`src/rtl/codec_tx_pkg.sv`:
```
package codec_tx_pkg;
  // Where the sequencer sits inside a frame.
  typedef enum logic [1:0] {
    SEG_IDLE = 2'd0,
    SEG_WORD = 2'd1,
    SEG_PAD  = 2'd2
  } seg_e;

  function automatic bit frame_fits(int frame_bits, int word_w, int words);
    return (word_w * words) <= frame_bits;
  endfunction
endpackage

```
`src/rtl/codec_tx_fifo.sv`:
```
module codec_tx_fifo #(
  parameter int W     = 16,
  parameter int DEPTH = 16
) (
  input  logic                         clk,
  input  logic                         rst_n,
  input  logic                         push_valid,
  output logic                         push_ready,
  input  logic [W-1:0]                 push_data,
  input  logic                         pop,
  output logic [W-1:0]                 head,
  output logic                         empty,
  output logic [$clog2(DEPTH+1)-1:0]   level
);
  localparam int AW = $clog2(DEPTH);
  localparam int CW = $clog2(DEPTH+1);
  localparam logic [AW-1:0] LAST = AW'(DEPTH-1);
  localparam logic [CW-1:0] FULL = CW'(DEPTH);

  logic [W-1:0]  mem [DEPTH];
  logic [AW-1:0] rd_q, wr_q;
  logic [CW-1:0] cnt_q;
  logic          do_push, do_pop;

  assign push_ready = (cnt_q != FULL);
  assign empty      = (cnt_q == '0);
  assign do_push    = push_valid && push_ready;
  assign do_pop     = pop && !empty;
  assign head       = mem[rd_q];
  assign level      = cnt_q;

  always_ff @(posedge clk) begin
    if (do_push) mem[wr_q] <= push_data;
  end

  always_ff @(posedge clk) begin
    if (!rst_n) begin
      rd_q  <= '0;
      wr_q  <= '0;
      cnt_q <= '0;
    end else begin
      if (do_push) wr_q <= (wr_q == LAST) ? '0 : wr_q + AW'(1);
      if (do_pop)  rd_q <= (rd_q == LAST) ? '0 : rd_q + AW'(1);
      case ({do_push, do_pop})
        2'b10:   cnt_q <= cnt_q + CW'(1);
        2'b01:   cnt_q <= cnt_q - CW'(1);
        default: cnt_q <= cnt_q;
      endcase
    end
  end

  p_no_overflow_r7: assert property (@(posedge clk) disable iff (!rst_n)
    cnt_q <= FULL);
  p_level_step_r7: assert property (@(posedge clk) disable iff (!rst_n)
    1'b1 |=> (cnt_q == $past(cnt_q)) || (cnt_q == $past(cnt_q) + CW'(1))
             || (cnt_q + CW'(1) == $past(cnt_q)));
endmodule

```
`src/rtl/codec_tx_bclk.sv`:
```
module codec_tx_bclk #(
  parameter int DIV = 4
) (
  input  logic clk,
  input  logic rst_n,
  input  logic start_i,
  input  logic stop_i,
  output logic run_o,
  output logic go_o,
  output logic tick_o,
  output logic bclk_o
);
  localparam int CW   = (DIV > 2) ? $clog2(DIV) : 1;
  localparam int HALF = DIV / 2;
  localparam logic [CW-1:0] LAST   = CW'(DIV-1);
  localparam logic [CW-1:0] HALF_C = CW'(HALF);

  generate
    if (DIV < 2 || (DIV % 2) != 0) begin : g_bad_div
      $error("codec_tx_bclk: DIV must be even and at least 2");
    end
  endgenerate

  logic [CW-1:0] cnt_q, cnt_n;
  logic          run_q, bclk_q;

  assign tick_o = run_q && !stop_i && (cnt_q == LAST);
  assign go_o   = start_i && !stop_i && !run_q;
  assign cnt_n  = (cnt_q == LAST) ? '0 : cnt_q + CW'(1);
  assign run_o  = run_q;
  assign bclk_o = bclk_q;

  always_ff @(posedge clk) begin
    if (!rst_n) begin
      run_q  <= 1'b0;
      cnt_q  <= '0;
      bclk_q <= 1'b0;
    end else if (stop_i) begin
      run_q  <= 1'b0;
      cnt_q  <= '0;
      bclk_q <= 1'b0;
    end else if (go_o) begin
      run_q  <= 1'b1;
      cnt_q  <= LAST;
      bclk_q <= 1'b0;
    end else if (run_q) begin
      cnt_q  <= cnt_n;
      bclk_q <= (cnt_n < HALF_C);
    end
  end

  p_stopped_low_r10: assert property (@(posedge clk) disable iff (!rst_n)
    !run_q |-> !bclk_q);

  generate
    if (HALF >= 2) begin : g_high_chk
      p_bclk_high_r2: assert property (@(posedge clk) disable iff (!rst_n)
        run_q && $rose(bclk_q) |=> bclk_q || !run_q);
    end
  endgenerate
endmodule

```
`src/rtl/codec_tx_seq.sv`:
```
module codec_tx_seq
  import codec_tx_pkg::*;
#(
  parameter int FRAME = 52,
  parameter int WW    = 16,
  parameter int NW    = 3
) (
  input  logic          clk,
  input  logic          rst_n,
  input  logic          run_i,
  input  logic          go_i,
  input  logic          stop_i,
  input  logic          tick_i,
  input  logic          bclk_i,
  input  logic          empty_i,
  input  logic [WW-1:0] head_i,
  output logic          pop_o,
  output logic          fsync_o,
  output logic          sdata_o,
  output logic          underrun_o
);
  localparam int PW = $clog2(FRAME);
  localparam int BW = $clog2(WW);
  localparam int IW = $clog2(NW+1);
  localparam logic [PW-1:0] P_LAST = PW'(FRAME-1);
  localparam logic [BW-1:0] B_LAST = BW'(WW-1);
  localparam logic [IW-1:0] N_WORDS = IW'(NW);

  logic [PW-1:0] pos_q, pos_n;
  logic [BW-1:0] wbit_q, wbit_n;
  logic [IW-1:0] widx_q, widx_n;
  logic [WW-1:0] sh_q;
  logic          fs_q, sd_q, ur_q;
  logic          wrap, slot_start;
  seg_e          seg_n;

  always_comb begin
    wrap   = (pos_q == P_LAST);
    pos_n  = pos_q + PW'(1);
    wbit_n = wbit_q;
    widx_n = widx_q;
    slot_start = 1'b0;
    if (wrap) begin
      pos_n  = '0;
      wbit_n = '0;
      widx_n = '0;
      slot_start = (NW > 0);
    end else if (widx_q < N_WORDS) begin
      if (wbit_q == B_LAST) begin
        wbit_n = '0;
        widx_n = widx_q + IW'(1);
        slot_start = (widx_q + IW'(1) < N_WORDS);
      end else begin
        wbit_n = wbit_q + BW'(1);
      end
    end
    if (!run_i)                seg_n = SEG_IDLE;
    else if (widx_n < N_WORDS) seg_n = SEG_WORD;
    else                       seg_n = SEG_PAD;
  end

  assign pop_o      = tick_i && slot_start && !empty_i;
  assign fsync_o    = fs_q;
  assign sdata_o    = sd_q;
  assign underrun_o = ur_q;

  always_ff @(posedge clk) begin
    if (!rst_n) begin
      pos_q  <= '0;
      wbit_q <= '0;
      widx_q <= N_WORDS;
      sh_q   <= '0;
      fs_q   <= 1'b0;
      sd_q   <= 1'b0;
      ur_q   <= 1'b0;
    end else if (go_i) begin
      pos_q  <= P_LAST;
      wbit_q <= '0;
      widx_q <= N_WORDS;
      sh_q   <= '0;
      fs_q   <= 1'b0;
      sd_q   <= 1'b0;
      ur_q   <= 1'b0;
    end else if (!run_i || stop_i) begin
      fs_q <= 1'b0;
      sd_q <= 1'b0;
      sh_q <= '0;
    end else if (tick_i) begin
      pos_q  <= pos_n;
      wbit_q <= wbit_n;
      widx_q <= widx_n;
      fs_q   <= wrap;
      if (slot_start) begin
        if (!empty_i) begin
          sd_q <= head_i[0];
          sh_q <= head_i >> 1;
        end else begin
          sd_q <= 1'b0;
          sh_q <= '0;
          ur_q <= 1'b1;
        end
      end else if (seg_n == SEG_WORD) begin
        sd_q <= sh_q[0];
        sh_q <= sh_q >> 1;
      end else begin
        sd_q <= 1'b0;
      end
    end
  end

  p_edge_align_r6: assert property (@(posedge clk) disable iff (!rst_n)
    run_i && !stop_i && $past(run_i) && !$rose(bclk_i)
    |-> $stable(sd_q) && $stable(fs_q));
  p_fsync_first_r3: assert property (@(posedge clk) disable iff (!rst_n)
    fs_q |-> (pos_q == '0));
  p_pad_low_r5: assert property (@(posedge clk) disable iff (!rst_n)
    (widx_q >= N_WORDS) |-> !sd_q);
  p_underrun_sticky_r8: assert property (@(posedge clk) disable iff (!rst_n)
    ur_q && !go_i |=> ur_q);
endmodule

```
`src/rtl/codec_frame_tx.sv`:
```
module codec_frame_tx
  import codec_tx_pkg::*;
#(
  parameter int CLK_DIV         = 4,
  parameter int FRAME_BITS      = 52,
  parameter int WORD_W          = 16,
  parameter int WORDS_PER_FRAME = 3,
  parameter int FIFO_DEPTH      = 16,
  parameter int ALARM_WORDS     = 8
) (
  input  logic              clk,
  input  logic              rst_n,
  input  logic              tx_enable,
  input  logic              tx_disable,
  input  logic              irq_en,
  input  logic              wr_valid,
  output logic              wr_ready,
  input  logic [WORD_W-1:0] wr_data,
  output logic              bclk,
  output logic              fsync,
  output logic              sdata,
  output logic              underrun,
  output logic              irq
);
  localparam int LW = $clog2(FIFO_DEPTH+1);
  localparam logic [LW-1:0] ALARM_C = LW'(ALARM_WORDS);

  generate
    if (!frame_fits(FRAME_BITS, WORD_W, WORDS_PER_FRAME)) begin : g_bad_frame
      $error("codec_frame_tx: words do not fit in the frame");
    end
    if (ALARM_WORDS > FIFO_DEPTH || FIFO_DEPTH < 2 || WORD_W < 2) begin : g_bad_cfg
      $error("codec_frame_tx: inconsistent FIFO or word parameters");
    end
  endgenerate

  logic              run, go, tick, pop, empty;
  logic [WORD_W-1:0] head;
  logic [LW-1:0]     level;

  codec_tx_fifo #(.W(WORD_W), .DEPTH(FIFO_DEPTH)) u_fifo (
    .clk(clk), .rst_n(rst_n),
    .push_valid(wr_valid), .push_ready(wr_ready), .push_data(wr_data),
    .pop(pop), .head(head), .empty(empty), .level(level)
  );

  codec_tx_bclk #(.DIV(CLK_DIV)) u_bclk (
    .clk(clk), .rst_n(rst_n),
    .start_i(tx_enable), .stop_i(tx_disable),
    .run_o(run), .go_o(go), .tick_o(tick), .bclk_o(bclk)
  );

  codec_tx_seq #(.FRAME(FRAME_BITS), .WW(WORD_W), .NW(WORDS_PER_FRAME)) u_seq (
    .clk(clk), .rst_n(rst_n),
    .run_i(run), .go_i(go), .stop_i(tx_disable), .tick_i(tick), .bclk_i(bclk),
    .empty_i(empty), .head_i(head),
    .pop_o(pop), .fsync_o(fsync), .sdata_o(sdata), .underrun_o(underrun)
  );

  assign irq = irq_en && (level <= ALARM_C);

  p_irq_level_r9: assert property (@(posedge clk) disable iff (!rst_n)
    irq |-> irq_en && wr_ready);
endmodule

```
`config.mk`:
```
export PLATFORM = sky130hd
export DESIGN_NAME = codec_frame_tx
export DESIGN_NICKNAME = d
export VERILOG_FILES = /design/src/rtl/codec_tx_pkg.sv /design/src/rtl/codec_tx_fifo.sv /design/src/rtl/codec_tx_bclk.sv /design/src/rtl/codec_tx_seq.sv /design/src/rtl/codec_frame_tx.sv
export SDC_FILE = /design/constraint.sdc
export NUM_CORES = 1
export LEC_CHECK = 0
export BUFFER_PORTS_ARGS = -buffer_cell sky130_fd_sc_hd__buf_2
export CORE_UTILIZATION = 37
export CTS_CLUSTER_SIZE = 40
export DETAILED_ROUTE_END_ITERATION = 8
export GPL_TIMING_DRIVEN = 0
export MAX_ROUTING_LAYER = met4
export REMOVE_ABC_BUFFERS = 1
export SETUP_SLACK_MARGIN = 0.15
export SYNTH_ARGS = -nofsm -noshare
export SYNTH_HDL_FRONTEND = slang
export SYNTH_SLANG_ARGS = --single-unit
```
`constraint.sdc`:
```
create_clock -name clk -period 2.75 [get_ports clk]
set_input_delay 0.1375 -clock clk [delete_from_list [all_inputs] [get_ports clk]]
set_output_delay 0.1375 -clock clk [all_outputs]
set_load 0.02 [all_outputs]
```
After elaboration in Yosys (flattened, before gate mapping)
Memories as Yosys holds them, arrays and structs flattened. A register that Yosys moved wholly into a read port is not among the register bits. Index checks and enable logic that the tools add are counted.

Word-level logic and storage cells: 99. Bits in latches: 0. Register bits after elaboration: 48. Output and inout port bits: 6. RAM bits: 256. Memories: 1. Bits in read-only memories: 0. Input port bits: 22.

Memory list: u_fifo.mem (depth 16, bits a word 16, rd ports 1, clocked after memory_dff 1, write ports 1, RTL line codec_tx_fifo.sv:20) `logic [W-1:0] mem [DEPTH];`.

Multipliers: 0. Muxes and demuxes: 31. Shift-type cells: 0. Bitwise operators: 2. Equality and inequality tests: 10. Order comparisons: 5. Reductions and logical operators: 28. Div/mod/pow operators: 0. $add $sub $neg: 8.

Operator list (count): 16-bit 2-to-1 mux (2); 4-bit 2-to-1 mux (7); 6-bit 2-to-1 mux (4); 2-bit 2-to-1 mux (8); 15-bit 2-to-1 mux (1); 4-bit by 1-bit adder with 4-bit output, second input constant (3); 4-bit equality test, second input constant (3); 5-bit one-hot mux with 2 select lines (1); 2-bit nonzero test (5); 1-bit logical AND (9); 2-bit < comparator, second input constant (4); 1-bit 2-to-1 mux (8); 6-bit by 1-bit adder with 6-bit output, second input constant (1); 6-bit equality test, second input constant (1); 2-bit AND reduction (3); 3-bit OR reduction (2); 5-bit by 1-bit adder with 5-bit output, second input constant (1); 5-bit by 4-bit less-or-equal comparator with 1-bit output, second input constant (1); 5-bit zero test (1); 5-bit != test, second input constant (1); 5-bit by 1-bit subtractor with 5-bit output, second input constant (1); 2-bit by 1-bit adder with 2-bit output, second input constant (2); 2-bit by 1-bit equality test with 1-bit output, second input constant (2); 2-bit equality test, second input constant (2); 7 further kinds (11).

Depth between registers and ports, before layout
Word-level depth: 10. Mapped depth: 14. Mapped depth without buffers: 12.

Cells and area by module
From an unflattened synthesis, not the netlist that was laid out.

Cells, all modules: 714. Area total of the unflattened synthesis: 12537.0 µm².

Modules (own cells, without submodules): codec_tx_fifo (cells each 523, sequential area each 8027.7 µm², area an instance 10655.2 µm², times used 1); codec_tx_seq (cells each 171, sequential area each 600.6 µm², area an instance 1681.6 µm², times used 1); codec_tx_bclk (cells each 18, sequential area each 80.1 µm², area an instance 178.9 µm², times used 1); codec_frame_tx (cells each 2, sequential area each 0.0 µm², area an instance 21.3 µm², times used 1).

Worst setup path before layout
No wires, ideal clock.

Kind: register to register. Start point: register u_seq.widx_q[0]. End point: register u_fifo.cnt_q[2], in the netlist u_fifo.level[2]. Clock period less this slack: 2874 ps. Arrival: 2804 ps. Slack: -124 ps. Buffers on the path: 2. Cell stages (with the launch flop): 14. Cells stage by stage: dfxtp_1 > ha_1 > nand4b_4 > o22ai_4 > and3_1 > buf_6 > ha_1 > clkbuf_1 > xor2_1 > ha_1 > a21oi_1 > xor2_1 > or3_1 > a21oi_1.

Cells in the longest elaborated chain, start to end: 10.

RTL lines: start, declared (RTL line codec_tx_seq.sv:31) `logic [IW-1:0] widx_q, widx_n;`; start signal, assigned (RTL line codec_tx_seq.sv:91) `widx_q <= widx_n;`; 2-bit by 1-bit adder with 2-bit output (RTL line codec_tx_seq.sv:52) `slot_start = (widx_q + IW'(1) < N_WORDS);`; 2-bit < comparator (RTL line codec_tx_seq.sv:52); 1-bit 2-to-1 mux (RTL line codec_tx_seq.sv:49) `if (wbit_q == B_LAST) begin`; 1-bit 2-to-1 mux (*) (RTL line codec_tx_seq.sv:48) `end else if (widx_q < N_WORDS) begin`; 1-bit 2-to-1 mux (*) (RTL line codec_tx_seq.sv:43) `if (wrap) begin`; 1-bit logical AND (*) (2 in series) (RTL line codec_tx_seq.sv:62) `assign pop_o = tick_i && slot_start && !empty_i;`; 1-bit logical AND (*) (RTL line codec_tx_fifo.sv:28) `assign do_pop = pop && !empty;`; 2-bit by 1-bit equality test with 1-bit output / 2-bit equality test (equally long branches) (RTL line codec_tx_fifo.sv:44) `case ({do_push, do_pop})`; 5-bit one-hot mux with 2 select lines / 2-bit nonzero test (equally long branches); end signal, assigned (RTL line codec_tx_fifo.sv:45) `2'b10: cnt_q <= cnt_q + CW'(1);`; end signal, assigned (RTL line codec_tx_fifo.sv:46) `2'b01: cnt_q <= cnt_q - CW'(1);`; end signal, assigned (RTL line codec_tx_fifo.sv:47) `default: cnt_q <= cnt_q;`; end, declared (RTL line codec_tx_fifo.sv:22) `logic [CW-1:0] cnt_q;`.

Every way passes the cells marked *; elsewhere a longest branch is shown, timed or not. A chain may end at the register's enable or synchronous reset.

Final worst setup path
Start point: register u_fifo.cnt_q[3], in the netlist u_fifo.level[3]. End point: register u_fifo.cnt_q[2], in the netlist u_fifo.level[2].

Cells in the longest elaborated chain, start to end: 6.

RTL lines: 5-bit zero test (RTL line codec_tx_fifo.sv:26) `assign empty = (cnt_q == '0);`; 1-bit zero test (RTL line codec_tx_fifo.sv:28, codec_tx_seq.sv:62); 1-bit logical AND (RTL line codec_tx_seq.sv:62); 1-bit logical AND (RTL line codec_tx_fifo.sv:28); 2-bit by 1-bit equality test with 1-bit output / 2-bit equality test (equally long branches) (RTL line codec_tx_fifo.sv:44); 5-bit one-hot mux with 2 select lines / 2-bit nonzero test (equally long branches).

Parallel ways exist; a longest one is shown, timed or not.

==> impl_metrics.json <==
{
  "status": "complete, no violations",
  "final_core_util": 0.452,
  "diodes": 0,
  "tightest_slew_ns": 0.917,
  "dr.pass1.iters": 5,
  "drt-vias-per-instance": 5.31,
  "die_x_microns": 185,
  "ir_worst_vdd_uv": 487,
  "yosysWarnings": 0,
  "drive_above_1_share": 0.231,
  "critPathMaxFanout": 5,
  "cp-end-kind": "flip-flop",
  "die_h_microns": 185,
  "fin_tns_setup_ns": 0,
  "pwr-share-comb": 0.028,
  "post-place-ws_ns": -0.853,
  "slew_headroom": 0.386,
  "drc": 0,
  "fin_skew_ns": 0.0248,
  "clk_path_buf_depth": 3,
  "drtIter0Drc": 521,
  "grt_pass1_vias": 6744,
  "setup_viol": 0,
  "synth_ff_type": "edfxtp_1",
  "leakage_nw": 4.67,
  "synth_area_per_cell_sq_um": 16.3,
  "netSwitchingFraction": 0.209,
  "grt_max_degree": 48,
  "grt_use_total": 0.166,
  "port_buffers": 27,
  "clock_power_share": 0.446,
  "vias": 6966,
  "synth_xor_area_frac": 0.00563,
  "synth.area.mux_share": 0.129,
  "synth-seq-cells": 307,
  "num_rows": 66,
  "path_class": "reg2reg",
  "antenna_found_initial": 0,
  "switchingPower_mw": 2.03,
  "nNetsFinal": 880,
  "max_cap_violations": 0,
  "post-route-period-util": 0.891,
  "async_flop_share": 0,
  "synth_area_sq_um": 12400,
  "syn_inst": 764,
  "p_int_mw": 7.69,
  "htreeDepth": 2,
  "grt_setup_unrepaired": "no",
  "grt_pass1_wl_mm": 41.0,
  "area_growth_syn_to_layout_pct": 19.0,
  "clk_latency_ns": 0.53,
  "clk_pin_slew_ns": 0.06,
  "synth_cell_types": 63,
  "synth_seq_area_share": 0.700,
  "num_io_pins": 28,
  "arrival_ns": 2.89,
  "cts-root-buf": "clkbuf_16",
  "clock_sinks": 307,
  "r2r_cells": 11,
  "synth_edf_count": 256,
  "yosys.area_share.adder": 0.0131,
  "numCtsBuffers": 34,
  "fin_cells": 1312,
  "p_total_mw": 9.73,
  "required_ns": 3.19,
  "hp-class": "in2reg",
  "gp_congestion": 0.779,
  "dpl.hpwl_mm": 16.7,
  "wl_mm": 27.1,
  "dp_cells": 1219,
  "synth-compound-area-share": 0.0763,
  "seqPwrFrac": 0.525,
  "hold_viol_final": 0,
  "synth-simple-area-share": 0.0576,
  "cp-start-kind": "flip-flop",
  "fin_ws_ns": 0.300,
  "overflow": 0,
  "detail-route-antenna-nets": 0,
  "cts_tree": "built",
  "max_freq_mhz": 408,
  "synth_top_family_by_area": "multiplexers",
  "wl_per_cell_microns": 20.7,
  "p_per_area_nw_per_um2": 657,
  "hold_depth": 3,
  "core_sq_um": 32800,
  "layout_min_cycle_time_ns": 2.45,
  "dieArea_sq_um": 34400,
  "slew_violations": 0,
  "start_util": 0.380
}
-- metal layers --
layer	vias up	wire length (microns)	track usage
met5	-	0	-
met4	0	527	0.0479
met3	44	1140	0.0258
met2	156	12600	0.251
met1	3560	12900	0.232
li1	3206	-	-
-- area by class of cell --
type | count | area (sq um)
clock buffers | 48 | 975
clock inverters | 13 | 103
fillers | 2892 | 18000
inverters | 10 | 37.5
multi-input cells | 410 | 3620
flip-flops and latches | 307 | 8720
well taps | 442 | 553
repair buffers | 82 | 797
-- cell usage in the layout, fill, tap and decap left out, drive strengths merged, types with 6 or more instances in the layout --
cell,count
mux2i,81
a22oi,31
inv,13
mux4,34
o21ai,39
nor2b,7
nand4,16
dfxtp,51
dlygate4sd3,19
a21oi,18
xor2,7
nand2,29
clkinv,6
nor2,41
clkbuf,48
a31oi,20
ha,13
o21a,15
buf,63
edfxtp,256
nor3,10
-- worst paths after layout --
| kind | slack (ns) | startpoint | endpoint |
|---|---|---|---|
| min reg2reg | 0.45 | u_seq.fsync_o | u_seq.fsync_o |
| max reg2reg | 0.30 | u_fifo.level[3] | u_fifo.level[2] |
| max | 0.30 | u_fifo.level[3] | u_fifo.level[2] |
| min | 0.07 | tx_disable | u_bclk.bclk_o |
-- through the flow --
| step | hold WS (ns) | area [sq um] |
|---|---|---|
| 6_report | 0.0659 | 14800 |
| 5_1_grt | 0.0802 | 14800 |
| 4_1_cts | 0.0435 | 14700 |
| 3_5_place_dp | 0.430 | 13400 |
| 3_3_place_gp | 0.418 | 12900 |
| 2_1_floorplan | 0.236 | 12200 |
-- worst max-delay path: stages (launching register included) --
cell	delay, ns
dfxtp_1	0.37
nor4_4	0.28
buf_4	0.19
nand2_2	0.10
and3_4	0.21
ha_4	0.17
xor2_1	0.14
ha_1	0.20
a21oi_2	0.17
xor2_1	0.09
or3_1	0.30
a21oi_1	0.13
-- power groups by stage --
stage | logic, mW | clock network, mW | registers [mW]
2_1_floorplan | 0.108 | 0 | 5.20
3_3_place_gp | 0.211 | 0 | 5.21
3_5_place_dp | 0.243 | 0 | 5.21
4_1_cts | 0.267 | 4.44 | 5.11
5_1_grt | 0.303 | 4.61 | 5.11
6_report | 0.275 | 4.34 | 5.11
-- registers in the layout (all words and copies together) (netlist names), named ones only --
register          count
u_seq.wbit_q          4
u_seq.widx_q          2
u_seq.sdata_o         1
u_fifo.wr_q           4
u_seq.sh_q           15
u_seq.pos_q           6
u_seq.underrun_o      1
u_bclk.bclk_o         1
u_fifo.level          5
u_fifo.mem          256
u_fifo.rd_q           4
u_seq.fsync_o         1
u_bclk.cnt_q          2
u_bclk.run_o          1
-- logic make-up after synthesis --
| logic type | Yosys count |
|---|---|
| DFF | 307 |
| AOI/OAI and AO/OA | 141 |
| and+or+nand+nor | 131 |
| adders and majority gates | 13 |
| buffers and inverters | 48 |
| xor gates and xnor gates | 8 |
| muxes | 116 |
-- Yosys cell counts, types with 3 or more instances --
cell type  number  area share
edfxtp_1      256        0.62
mux2i_1        80       0.064
dfxtp_1        51       0.082
nor2_1         41       0.012
o21ai_0        38       0.015
mux4_2         34       0.062
a22oi_1        31       0.019
nand2_1        28      0.0084
a31oi_1        20       0.010
a21oi_1        17      0.0068
nand4_1        16      0.0080
o21a_1         15      0.0090
buf_2          14      0.0056
ha_1           13       0.013
clkbuf_1       12      0.0036
inv_1           9      0.0027
nor3_1          9      0.0036
buf_4           7      0.0042
nor2b_1         7      0.0035
xor2_1          7      0.0049
a221oi_1        3      0.0021
a32oi_1         3      0.0021
and3_1          3      0.0015
nand2b_1        3      0.0015
nand3_1         3      0.0012
-- timing repair --
| action | in CTS | in global routing |
|---|---|---|
| pin swaps | 3 | 3 |
| hold endpoints to repair | 241 | 0 |
| buffers inserted | 2 | 10 |
| gates resized for setup | 8 | 11 |
| endpoints found under the setup margin | 19 | 4 |
| hold buffers | 19 | 0 |
| cloned | 1 | 0 |
Power figures use the tool's default switching activity.
